### src/rtl/srf_pkg.sv
package srf_pkg;

  localparam int SEL_W = 3;

  localparam logic [1:0] A_CTRL     = 2'd0;
  localparam logic [1:0] A_TIMER    = 2'd1;
  localparam logic [1:0] A_INTERVAL = 2'd2;

  typedef enum logic [2:0] {
    ST_RUN      = 3'd0,
    ST_DRAIN    = 3'd1,
    ST_SR_ENTER = 3'd2,
    ST_SLEEP    = 3'd3,
    ST_SR_EXIT  = 3'd4
  } stby_state_e;

  // log2 of the prescale ratio for each clock-select code; 0 = stopped
  function automatic int unsigned div_log2(input logic [SEL_W-1:0] sel);
    case (sel)
      3'd1:    return 1;
      3'd2:    return 3;
      3'd3:    return 5;
      3'd4:    return 7;
      3'd5:    return 9;
      3'd6:    return 11;
      3'd7:    return 12;
      default: return 0;
    endcase
  endfunction

endpackage

### src/rtl/srf_prescaler.sv
module srf_prescaler #(
  parameter int PRE_W = 12
) (
  input  logic                     clk,
  input  logic                     rst_n,
  input  logic [srf_pkg::SEL_W-1:0] sel,
  output logic                     tick
);
  import srf_pkg::*;

  logic [PRE_W-1:0] pre_cnt;
  logic [PRE_W-1:0] mask;

  always_ff @(posedge clk) begin
    if (!rst_n) pre_cnt <= '0;
    else        pre_cnt <= pre_cnt + PRE_W'(1);
  end

  always_comb begin
    mask = (PRE_W'(1) << div_log2(sel)) - PRE_W'(1);
    tick = (sel != '0) && ((pre_cnt & mask) == mask);
  end

  // every ratio is at least 2, so ticks are never back to back
  a_r1_tick_spacing: assert property (@(posedge clk) disable iff (!rst_n)
    tick |=> !tick);

endmodule

### src/rtl/srf_interval_timer.sv
module srf_interval_timer #(
  parameter int CNT_W = 8
) (
  input  logic             clk,
  input  logic             rst_n,
  input  logic             tick,
  input  logic             run,
  input  logic             clr,
  input  logic             wr,
  input  logic [CNT_W-1:0] wdata,
  input  logic [CNT_W-1:0] interval,
  output logic [CNT_W-1:0] cnt,
  output logic             match
);

  logic step;

  assign step  = run && tick;
  assign match = step && (cnt == interval);

  always_ff @(posedge clk) begin
    if (!rst_n)     cnt <= '0;
    else if (wr)    cnt <= wdata;
    else if (clr)   cnt <= '0;
    else if (match) cnt <= '0;
    else if (step)  cnt <= cnt + CNT_W'(1);
  end

  // a compare match returns the timer to zero
  a_r2_clear_on_match: assert property (@(posedge clk) disable iff (!rst_n)
    (match && !wr) |=> (cnt == '0));

  // without a tick, a write or a restart the timer holds
  a_r1_hold_when_idle: assert property (@(posedge clk) disable iff (!rst_n)
    (!step && !wr && !clr) |=> $stable(cnt));

endmodule

### src/rtl/srf_req_tracker.sv
module srf_req_tracker (
  input  logic clk,
  input  logic rst_n,
  input  logic match,
  input  logic allow,
  input  logic gnt,
  input  logic done,
  output logic req,
  output logic busy,
  output logic pend
);

  logic req_n, busy_n, pend_n;
  logic grant_ev, done_ev;

  assign grant_ev = req && gnt;
  assign done_ev  = busy && done;

  always_comb begin
    req_n  = req;
    busy_n = busy;
    pend_n = pend;
    if (grant_ev) begin
      req_n  = 1'b0;
      busy_n = 1'b1;
    end
    if (done_ev) begin
      busy_n = 1'b0;
      if (pend) begin
        req_n  = 1'b1;
        pend_n = 1'b0;
      end
    end
    if (match && allow) begin
      if (req_n || busy_n) pend_n = 1'b1;
      else                 req_n  = 1'b1;
    end
    if (!allow) begin
      req_n  = 1'b0;
      pend_n = 1'b0;
    end
  end

  always_ff @(posedge clk) begin
    if (!rst_n) begin
      req  <= 1'b0;
      busy <= 1'b0;
      pend <= 1'b0;
    end else begin
      req  <= req_n;
      busy <= busy_n;
      pend <= pend_n;
    end
  end

  // blocking starts only from an accepted request
  a_r5_block_from_grant: assert property (@(posedge clk) disable iff (!rst_n)
    $rose(busy) |-> $past(req && gnt));

  // an unserved request is held
  a_r5_req_held: assert property (@(posedge clk) disable iff (!rst_n)
    (req && !gnt && allow) |=> req);

  // the pending slot only exists behind an occupied request path
  a_r6_pend_behind_req: assert property (@(posedge clk) disable iff (!rst_n)
    pend |-> (req || busy));

  // a disallowed cycle leaves no request behind
  a_r4_withdraw: assert property (@(posedge clk) disable iff (!rst_n)
    !allow |=> !req);

endmodule

### src/rtl/srf_standby_seq.sv
module srf_standby_seq (
  input  logic clk,
  input  logic rst_n,
  input  logic stby_req,
  input  logic busy,
  input  logic req,
  input  logic space_en,
  input  logic sr_enter_ack,
  input  logic sr_exit_ack,
  output logic run,
  output logic restart,
  output logic sr_enter_req,
  output logic sr_exit_req,
  output logic stby_ack
);
  import srf_pkg::*;

  stby_state_e state, state_n;
  logic        sr_used, sr_used_n;

  always_comb begin
    state_n   = state;
    sr_used_n = sr_used;
    case (state)
      ST_RUN:
        if (stby_req) state_n = ST_DRAIN;
      ST_DRAIN:
        if (!busy && !req) begin
          sr_used_n = space_en;
          state_n   = space_en ? ST_SR_ENTER : ST_SLEEP;
        end
      ST_SR_ENTER:
        if (sr_enter_ack) state_n = ST_SLEEP;
      ST_SLEEP:
        if (!stby_req) state_n = sr_used ? ST_SR_EXIT : ST_RUN;
      ST_SR_EXIT:
        if (sr_exit_ack) state_n = ST_RUN;
      default:
        state_n = ST_RUN;
    endcase
  end

  always_ff @(posedge clk) begin
    if (!rst_n) begin
      state   <= ST_RUN;
      sr_used <= 1'b0;
    end else begin
      state   <= state_n;
      sr_used <= sr_used_n;
    end
  end

  assign run          = (state == ST_RUN);
  assign restart      = (state != ST_RUN) && (state_n == ST_RUN);
  assign sr_enter_req = (state == ST_SR_ENTER);
  assign sr_exit_req  = (state == ST_SR_EXIT);
  assign stby_ack     = (state == ST_SLEEP);

  // self-refresh entry never overlaps a running auto refresh
  a_r7_enter_after_drain: assert property (@(posedge clk) disable iff (!rst_n)
    $rose(sr_enter_req) |-> !busy);

  // standby is acknowledged only after confirmed entry
  a_r7_ack_after_entry: assert property (@(posedge clk) disable iff (!rst_n)
    ($rose(stby_ack) && sr_used) |-> $past(sr_enter_ack));

  // exit request holds until confirmed
  a_r8_exit_held: assert property (@(posedge clk) disable iff (!rst_n)
    (sr_exit_req && !sr_exit_ack) |=> sr_exit_req);

endmodule

### src/rtl/sdram_refresh_ctrl.sv
module sdram_refresh_ctrl #(
  parameter int CNT_W  = 8,
  parameter int PRE_W  = 12,
  parameter int ADDR_W = 2
) (
  input  logic              clk,
  input  logic              rst_n,
  input  logic              cfg_we,
  input  logic [ADDR_W-1:0] cfg_addr,
  input  logic [CNT_W-1:0]  cfg_wdata,
  input  logic              sdram_space_en,
  input  logic              stby_req,
  output logic              stby_ack,
  output logic              rfsh_req,
  input  logic              rfsh_gnt,
  input  logic              rfsh_done,
  output logic              bus_block,
  output logic              sr_enter_req,
  input  logic              sr_enter_ack,
  output logic              sr_exit_req,
  input  logic              sr_exit_ack,
  output logic [CNT_W-1:0]  tmr_count
);
  import srf_pkg::*;

  localparam int SEL_LSB = 1;
  localparam int SEL_MSB = SEL_LSB + SEL_W - 1;

  logic              ctrl_en;
  logic [SEL_W-1:0]  ctrl_sel;
  logic [CNT_W-1:0]  interval;
  logic              wr_ctrl, wr_timer, wr_interval;
  logic              tick, match, run, restart, allow, busy, pend;

  assign wr_ctrl     = cfg_we && (cfg_addr == ADDR_W'(A_CTRL));
  assign wr_timer    = cfg_we && (cfg_addr == ADDR_W'(A_TIMER));
  assign wr_interval = cfg_we && (cfg_addr == ADDR_W'(A_INTERVAL));

  always_ff @(posedge clk) begin
    if (!rst_n) begin
      ctrl_en  <= 1'b0;
      ctrl_sel <= '0;
      interval <= '0;
    end else begin
      if (wr_ctrl) begin
        ctrl_en  <= cfg_wdata[0];
        ctrl_sel <= cfg_wdata[SEL_MSB:SEL_LSB];
      end
      if (wr_interval) interval <= cfg_wdata;
    end
  end

  assign allow = ctrl_en && sdram_space_en && run;

  srf_prescaler #(.PRE_W(PRE_W)) u_pre (
    .clk   (clk),
    .rst_n (rst_n),
    .sel   (ctrl_sel),
    .tick  (tick)
  );

  srf_interval_timer #(.CNT_W(CNT_W)) u_tmr (
    .clk      (clk),
    .rst_n    (rst_n),
    .tick     (tick),
    .run      (run),
    .clr      (restart),
    .wr       (wr_timer),
    .wdata    (cfg_wdata),
    .interval (interval),
    .cnt      (tmr_count),
    .match    (match)
  );

  srf_req_tracker u_trk (
    .clk   (clk),
    .rst_n (rst_n),
    .match (match),
    .allow (allow),
    .gnt   (rfsh_gnt),
    .done  (rfsh_done),
    .req   (rfsh_req),
    .busy  (busy),
    .pend  (pend)
  );

  srf_standby_seq u_stb (
    .clk          (clk),
    .rst_n        (rst_n),
    .stby_req     (stby_req),
    .busy         (busy),
    .req          (rfsh_req),
    .space_en     (sdram_space_en),
    .sr_enter_ack (sr_enter_ack),
    .sr_exit_ack  (sr_exit_ack),
    .run          (run),
    .restart      (restart),
    .sr_enter_req (sr_enter_req),
    .sr_exit_req  (sr_exit_req),
    .stby_ack     (stby_ack)
  );

  assign bus_block = busy;

  // with the enable bit clear no request survives
  a_r3_enable_gate: assert property (@(posedge clk) disable iff (!rst_n)
    !ctrl_en |=> !rfsh_req);

  // standby acknowledge and self-refresh handshakes are exclusive
  a_r7_exclusive: assert property (@(posedge clk) disable iff (!rst_n)
    $onehot0({stby_ack, sr_enter_req, sr_exit_req}));

  // no refresh is requested while the block heads into standby
  a_r7_quiet_in_standby: assert property (@(posedge clk) disable iff (!rst_n)
    (sr_enter_req || stby_ack) |-> (!rfsh_req && !bus_block));

endmodule

### config.mk
export PLATFORM = sky130hd
export DESIGN_NAME = sdram_refresh_ctrl
export DESIGN_NICKNAME = d
export VERILOG_FILES = /design/src/rtl/srf_pkg.sv /design/src/rtl/srf_prescaler.sv /design/src/rtl/srf_interval_timer.sv /design/src/rtl/srf_req_tracker.sv /design/src/rtl/srf_standby_seq.sv /design/src/rtl/sdram_refresh_ctrl.sv
export SDC_FILE = /design/constraint.sdc
export NUM_CORES = 1
export LEC_CHECK = 0
export BUFFER_PORTS_ARGS = -buffer_cell sky130_fd_sc_hd__buf_4
export CAP_MARGIN = 20
export CELL_PAD_IN_SITES_DETAIL_PLACEMENT = 0
export CELL_PAD_IN_SITES_GLOBAL_PLACEMENT = 1
export CORE_UTILIZATION = 45
export DETAILED_ROUTE_END_ITERATION = 7
export PLACE_DENSITY = 0.87
export RECOVER_POWER = 100
export SYNTH_ARGS = -nofsm -noshare
export SYNTH_HDL_FRONTEND = slang
export SYNTH_HIERARCHICAL = 1
export SYNTH_SLANG_ARGS = --single-unit
### constraint.sdc
create_clock -name clk -period 3.4 [get_ports clk]
set_input_delay 0.17 -clock clk [delete_from_list [all_inputs] [get_ports clk]]
set_output_delay 0.17 -clock clk [all_outputs]
set_load 0.02 [all_outputs]
## Word-level counts from Yosys, hierarchy flattened

Index checks and enable logic that the tools add are counted.
W data, S select, Z words.

- Register bits after elaboration: 39
- Input port bits: 19
- Output and inout port bits: 13
- Word-level logic and storage cells: 77

- $add $sub $neg: 3
- Equality and inequality tests: 15
- Shift-type cells: 1
- Multiplexer cells: 23
- Bitwise operators: 1
- Reduce and logical (&&, ||, !) cells: 24

Operators with widths:

| operator | count |
|---|---|
| $mux W8 | 4 |
| $pmux W4 S7 | 1 |
| $mux W3 | 6 |
| $eq A3 B3 Y1 const B | 5 |
| $pmux W3 S5 | 1 |
| $logic_and A1 B1 Y1 | 13 |
| $add A12 B1 Y12 const B | 1 |
| $and A12 B12 Y12 | 1 |
| $eq A12 B12 Y1 | 1 |
| $eq A3 B2 Y1 const B | 4 |
| $shl A1 B4 Y12 const A | 1 |
| $sub A12 B2 Y12 const B | 1 |
| $mux W1 | 11 |
| $add A8 B1 Y8 const B | 1 |
| $eq A8 B8 Y1 | 1 |
| $eq A3 B1 Y1 const B | 2 |
| $logic_not A3 Y1 | 2 |
| $reduce_bool A3 Y1 | 2 |
| $reduce_and A2 Y1 | 2 |
| $reduce_bool A4 Y1 | 1 |
| $eq A2 B1 Y1 const B | 1 |
| $eq A2 B2 Y1 const B | 1 |
| $logic_not A1 Y1 | 2 |
| $logic_not A2 Y1 | 1 |
| $logic_or A1 B1 Y1 | 1 |

## Longest topological paths before layout

- Word-level depth: 12
- Depth in mapped cells: 10
- Gate-level depth less buffers: 9

## Cells and area by module

Netlist, hierarchy kept.

Modules (own cells, without submodules):

| module | times used | cells each | area each (sq um) | seq. area each (sq um) |
|---|---|---|---|---|
| srf_interval_timer | 1 | 77 | 630.6 | 160.2 |
| srf_prescaler | 1 | 66 | 585.6 | 240.2 |
| sdram_refresh_ctrl | 1 | 51 | 494.2 | 240.2 |
| srf_standby_seq | 1 | 30 | 267.8 | 80.1 |
| srf_req_tracker | 1 | 18 | 160.2 | 60.1 |

## Worst setup path before layout

OpenSTA, ideal clock, no wires.

- Kind: flip-flop to flip-flop
- Start point: register u_stb.state[2]
- End point: register u_tmr.cnt[6]
- Library setup time: 79 ps
- Arrival: 1988 ps
- Required time: 3321 ps
- Path slack: 1333 ps
- Cell stages (with the launch flop): 8
- Path through: dfxtp_1 nor3b_1 a32o_1 a211oi_1 nor2_1 o31a_1 o2111ai_1 o211ai_1

- Cells in the longest elaborated chain, start to end: 6
- Elaborated cells between the ends (all ways): 20
- Classes of those cells: eq/ne: 4; mux: 9; reduce/logical: 7

RTL lines:

| element | RTL line | RTL |
|---|---|---|
| start, declared | srf_standby_seq.sv:18 | `stby_state_e state, state_n;` |
| start signal, assigned | srf_standby_seq.sv:48 | `state <= state_n;` |
| $eq A3 B3 Y1 * | n/a |  |
| named net sr_exit_req | sdram_refresh_ctrl.sv:20 | `output logic sr_exit_req,` |
| $pmux W3 S5 * | srf_standby_seq.sv:24 | `case (state)` |
| $logic_not A3 Y1 * | srf_standby_seq.sv:54 | `assign restart = (state != ST_RUN) && (state_n == ST_RUN);` |
| $logic_and A1 B1 Y1 * | srf_standby_seq.sv:54 |  |
| named net restart | sdram_refresh_ctrl.sv:33 | `logic tick, match, run, restart, allow, busy, pend;` |
| $mux W8 | srf_interval_timer.sv:24 | `else if (clr) cnt <= '0;` |
| $mux W8 | srf_interval_timer.sv:23 | `else if (wr) cnt <= wdata;` |
| end signal, assigned | srf_interval_timer.sv:23 |  |
| end signal, assigned | srf_interval_timer.sv:26 | `else if (step) cnt <= cnt + CNT_W'(1);` |
| end, declared | srf_interval_timer.sv:12 | `output logic [CNT_W-1:0] cnt,` |

The timed path passes the listed nets; every way through them passes the cells marked *.
A chain may end at the register's enable or synchronous reset.

## Worst setup path after layout

- Start point: register u_pre.pre_cnt[3]
- End point: register u_tmr.cnt[7]

- Cells in the longest elaborated chain, start to end: 8
- Elaborated cells between the ends (all ways): 9
- Classes of those cells: eq/ne: 1; mux: 3; bitwise: 1; reduce/logical: 4

RTL lines:

| element | RTL line | RTL |
|---|---|---|
| start, declared | srf_prescaler.sv:11 | `logic [PRE_W-1:0] pre_cnt;` |
| start signal, assigned | srf_prescaler.sv:16 | `else pre_cnt <= pre_cnt + PRE_W'(1);` |
| $and A12 B12 Y12 * | srf_prescaler.sv:21 | `tick = (sel != '0) && ((pre_cnt & mask) == mask);` |
| $eq A12 B12 Y1 * | srf_prescaler.sv:21 |  |
| $logic_and A1 B1 Y1 * | srf_prescaler.sv:21 |  |
| named net tick | sdram_refresh_ctrl.sv:33 |  |
| $logic_and A1 B1 Y1 * | srf_interval_timer.sv:18 | `assign step = run && tick;` |
| $logic_and A1 B1 Y1 | srf_interval_timer.sv:19 | `assign match = step && (cnt == interval);` |
| $mux W8 | srf_interval_timer.sv:25 | `else if (match) cnt <= '0;` |
| $mux W8 | srf_interval_timer.sv:24 |  |
| $mux W8 | srf_interval_timer.sv:23 |  |

Marks and branches as above.

==> flow_results.org <==
** Outcome
- The flow ran to the end, and the final reports show no timing, DRC or antenna violations.

** Logic synthesis
- After synthesis the netlist holds a flip-flop and latch count of 39.
- Count of warnings emitted by yosys :: 6
- Cell count after synthesis :: approximately 240
- Number of enable flip-flop cells after synthesis :: 0
- Among all flip-flop cells after synthesis, the most frequent one is dfxtp_1.
- The average instance in the mapped netlist occupies 8.84 um^2.
- Synth async-reset ratio :: 0%
- After synthesis the cells add up to between 0.002 and 0.0025 mm^2.
- Yosys mapped the design onto 56 distinct sky130hd cell types.
- Sequential share of the synthesized area :: 36.5%
- When the netlist entered floorplanning its net count stood at approximately 260.

** Global routing
- Number of antenna violations at the first check in global routing :: 0
- After global routing the overflow that remains totals 0.
- Global routing used 18.7% of the available tracks across all layers.
- The via count of the first global-routing pass was 1,633.
- The first global-routing pass estimated 7.43 mm of wire.
- Entering global routing, the biggest net connects between 50 and 60 pins.

** Min path
- Hold path endpoint :: u_trk/pend
- The worst hold path begins at rfsh_done.
- The min-delay analysis places its worst path in the category input port to flop.
- Number of cells on the worst hold path :: 2

** Route
- Number of optimization iterations in the first detailed-route pass :: 6
- The highest layer touched by signal routing is met4.
- Post-Route M1 WL :: 2.32 mm
- Routed length per instance :: around 14 um
- Number of nets still failing antenna checks after routing :: 0
- Summed over all nets, wire length on met3 after detailed routing comes to 207 um.
- Wire segments on met2 add up to 1.80 mm in the final route.
- Across all layers, the routed design uses 1,772 vias.
- Drt via density :: 5.45
- DRC Markers :: 0
- In this run, the number of DRC markers left after iteration 0 of detailed routing was 57.
- Sum of routed wire length over all layers :: 4.40 mm

** Clock tree
- CTS tree :: done
- Post-cts sizing count :: 0
- Clock tree synthesis inserted a total of 5 buffers.
- Worst-case clock buffer depth :: 2
- Clock tree synthesis selected as its root buffer the cell clkbuf_8.
- The clock drives 39 sinks.
- After clock tree synthesis, the clock-pin slew on the worst setup and hold paths is roughly 70 ps.
- Post-cts hold buffer count :: 0
- Source-to-sink clock delay at the later pin of the worst-skew pair :: 290 ps
- Number of H-tree levels :: 2
- After clock tree synthesis, the setup repair step added 0 buffers.

** Final layout
- Commonest cells after routing, fill and taps aside :: dfxtp_1 (39), nand2_1 (35), buf_4 (17), clkbuf_1 (14)
- Number of nets at the end of the flow :: 293
- Of the cells placed in the final design, the portion with a size suffix greater than 1 is 12.5%.
- The library cell used most frequently in the layout, excluding fill and tap cells, is dfxtp_1.
- Compared with the post-synthesis result, the final layout area differs by 12.6%.
- Inserted Diodes :: 0
- The filler cells instantiated in the layout total 451.

** STA
- Post-route clock period utilization :: 69.0%
- Final setup vio count :: 0
- Final critical-path required period :: 2350 ps
- Worst max-slew margin expressed relative to the limit :: 45.6%
- Timing-limited maximum frequency :: 426 MHz
- Final worst hold slack :: 64.2 ps
- Fin. Hold Viols :: 0
- At the pin with the least slew margin, the transition time is 814 ps.
- Clock skew on the completed layout was measured at 4.37 ps.
- For the final routed database, the setup TNS stands at 0 ps.
- Fin. max-slew vios :: 0
- Setup repair after global routing left no endpoint under its margin.
- Slack of the critical path :: between 1000 and 1500 ps

** Die
- Die area :: 0.00503 mm^2
- The die is about 70 um tall.
- Io pins :: 32
- For this configuration, the core starts out at a cell density of a little under half.
- The floorplan has 24 rows.
- Measured along the x axis, the die boundary spans 70.9 um.
- Core Region :: 0.00447 mm^2

** Critical path
- Data arrival, critical path :: 2540 ps
- Critical Setup Path Class :: flop to flop
- Capturing element type of the critical path :: flop
- Required time at the worst-slack endpoint :: between 3000 and 4000 ps
- Cell with the largest stage delay on the worst path :: o311ai_0
- Cell family with the largest share of critical-path delay :: compound AO/OA/AOI/OAI gates
- Flop2flop setup slack :: 1050 ps
- The worst register-to-register path begins at u_pre/pre_cnt[3].
- The worst register-to-register path ends at u_tmr/cnt[7].
- STA classifies the critical path startpoint as a flop.
- Longest individual stage delay on the worst path :: 650 ps
- Worst path most repeated cell :: nand3_1
- Of all nets on the critical path, the largest fanout is 5.
- Traced cell by cell, the critical path runs through nand2_1 > nand3_1 > nand4_1 > a21oi_1 > nand3_1 > o311ai_0 > o21ai_1 > a21o_1.
- Counting both buffers and inverters, the worst setup path holds a total of 0.
- Reg2Reg Depth :: 8

** Placement
- Worst slack after detailed placement :: 1120 ps
- At the end of routability-driven placement, the weighted congestion stood at approximately 0.75.
- Count of buffers from port buffering :: 31
- Detailed-placement wirelength estimate :: slightly above 3 mm

** Power and ir drop
- Leakage power figure :: 0.888 nW
- Power Dens Cells :: between 400 and 500 mW/mm^2
- VDD IR max :: 0.277 mV
- Power after layout :: 1.09 mW

** Run
- Max-cap violations :: 0
Yosys cell counts (2+ instances only):
library cell	n	share of area, %
nand2_1	35	6.1
xor2_1	4	1.6
nand4_1	5	1.5
nand3b_1	2	0.70
a21o_1	2	0.70
buf_2	3	0.70
ha_1	2	1.2
a221oi_2	3	2.1
nand3_1	11	2.6
buf_6	2	1.1
nor3_1	4	0.94
o21ai_0	12	2.8
dfxtp_1	39	37
clkbuf_1	2	0.35
and3b_2	2	0.94
nor2_1	7	1.2
and3_1	3	0.88
nor3b_1	3	1.1
o211ai_1	3	1.1
and2_1	9	2.6
a21boi_1	6	2.1
inv_1	10	1.8
mux2i_1	13	6.1
o31ai_1	2	0.70
a21oi_1	8	1.9
o21ai_1	3	0.70
nand3_2	2	0.94
xnor2_1	9	3.7
nor2b_1	4	1.2
or3_1	6	1.8
worst max path at each step:
stage / depth (start not counted) / endpoint / start / slack [ps]
floorplan: 7 / u_tmr/cnt[6] / u_stb/state[2] / 1330
global placement: 9 / u_trk/pend / u_pre/pre_cnt[2] / 1160
detailed placement: 9 / u_trk/pend / u_pre/pre_cnt[2] / 1120
CTS: 9 / u_trk/pend / u_pre/pre_cnt[2] / 1100
global route: 8 / u_tmr/cnt[7] / u_pre/pre_cnt[3] / 700
finish: 8 / u_tmr/cnt[7] / u_pre/pre_cnt[3] / 1050
registers in the layout, indices dropped and copies added (netlist names):
name	count
ctrl_sel	3
ctrl_en	1
u_trk/req	1
u_pre/pre_cnt	12
u_tmr/cnt	8
u_stb/sr_used	1
interval	8
u_trk/busy	1
u_stb/state	3
u_trk/pend	1
area by class of cell:
| class | instances | area, um^2 | area share [%] |
|---|---|---|---|
| well taps | 52 | 65.1 | 2.70 |
| flip-flops and latches | 39 | 781 | 32.4 |
| clock buffers | 6 | 82.6 | 3.43 |
| repair buffers | 31 | 180 | 7.48 |
| clock inverters | 2 | 35.0 | 1.46 |
| multi-input cells | 185 | 1230 | 50.9 |
| inverters | 10 | 37.5 | 1.56 |
routing by layer:
metal  track usage [%]  vias to the layer above
li1                  -                      926
met1              26.4                      797
met2              27.4                       43
met3              4.99                        6
met4              7.33                        0
met5                 0                        -
cell families after synthesis:
family	share of synthesized area (%)
xor+xnor	6.09
flops	36.5
compound gates	18.5
simple gates	27.6
fa+ha+maj	1.17
mux	6.09
buf+inv	4.10
metrics by stage:
| step | cells | utilization, % | area (um^2) |
|---|---|---|---|
| after floorplan | 242 | - | 2140 |
| after global placement | 317 | 53.3 | 2390 |
| after detailed placement | 317 | 53.3 | 2390 |
| after CTS | 325 | 56.0 | 2500 |
| after global routing | 325 | 53.8 | 2410 |
| final | 325 | 53.8 | 2410 |
power by group:
part           internal [mW]  leakage (nW)  total (mW)  switching, mW
logic                 0.0761         0.510       0.179          0.103
clock network          0.237        0.0612       0.402          0.165
registers              0.477         0.317       0.507         0.0300
total                  0.791         0.888        1.09          0.298
Power figures use the tool's default switching activity.
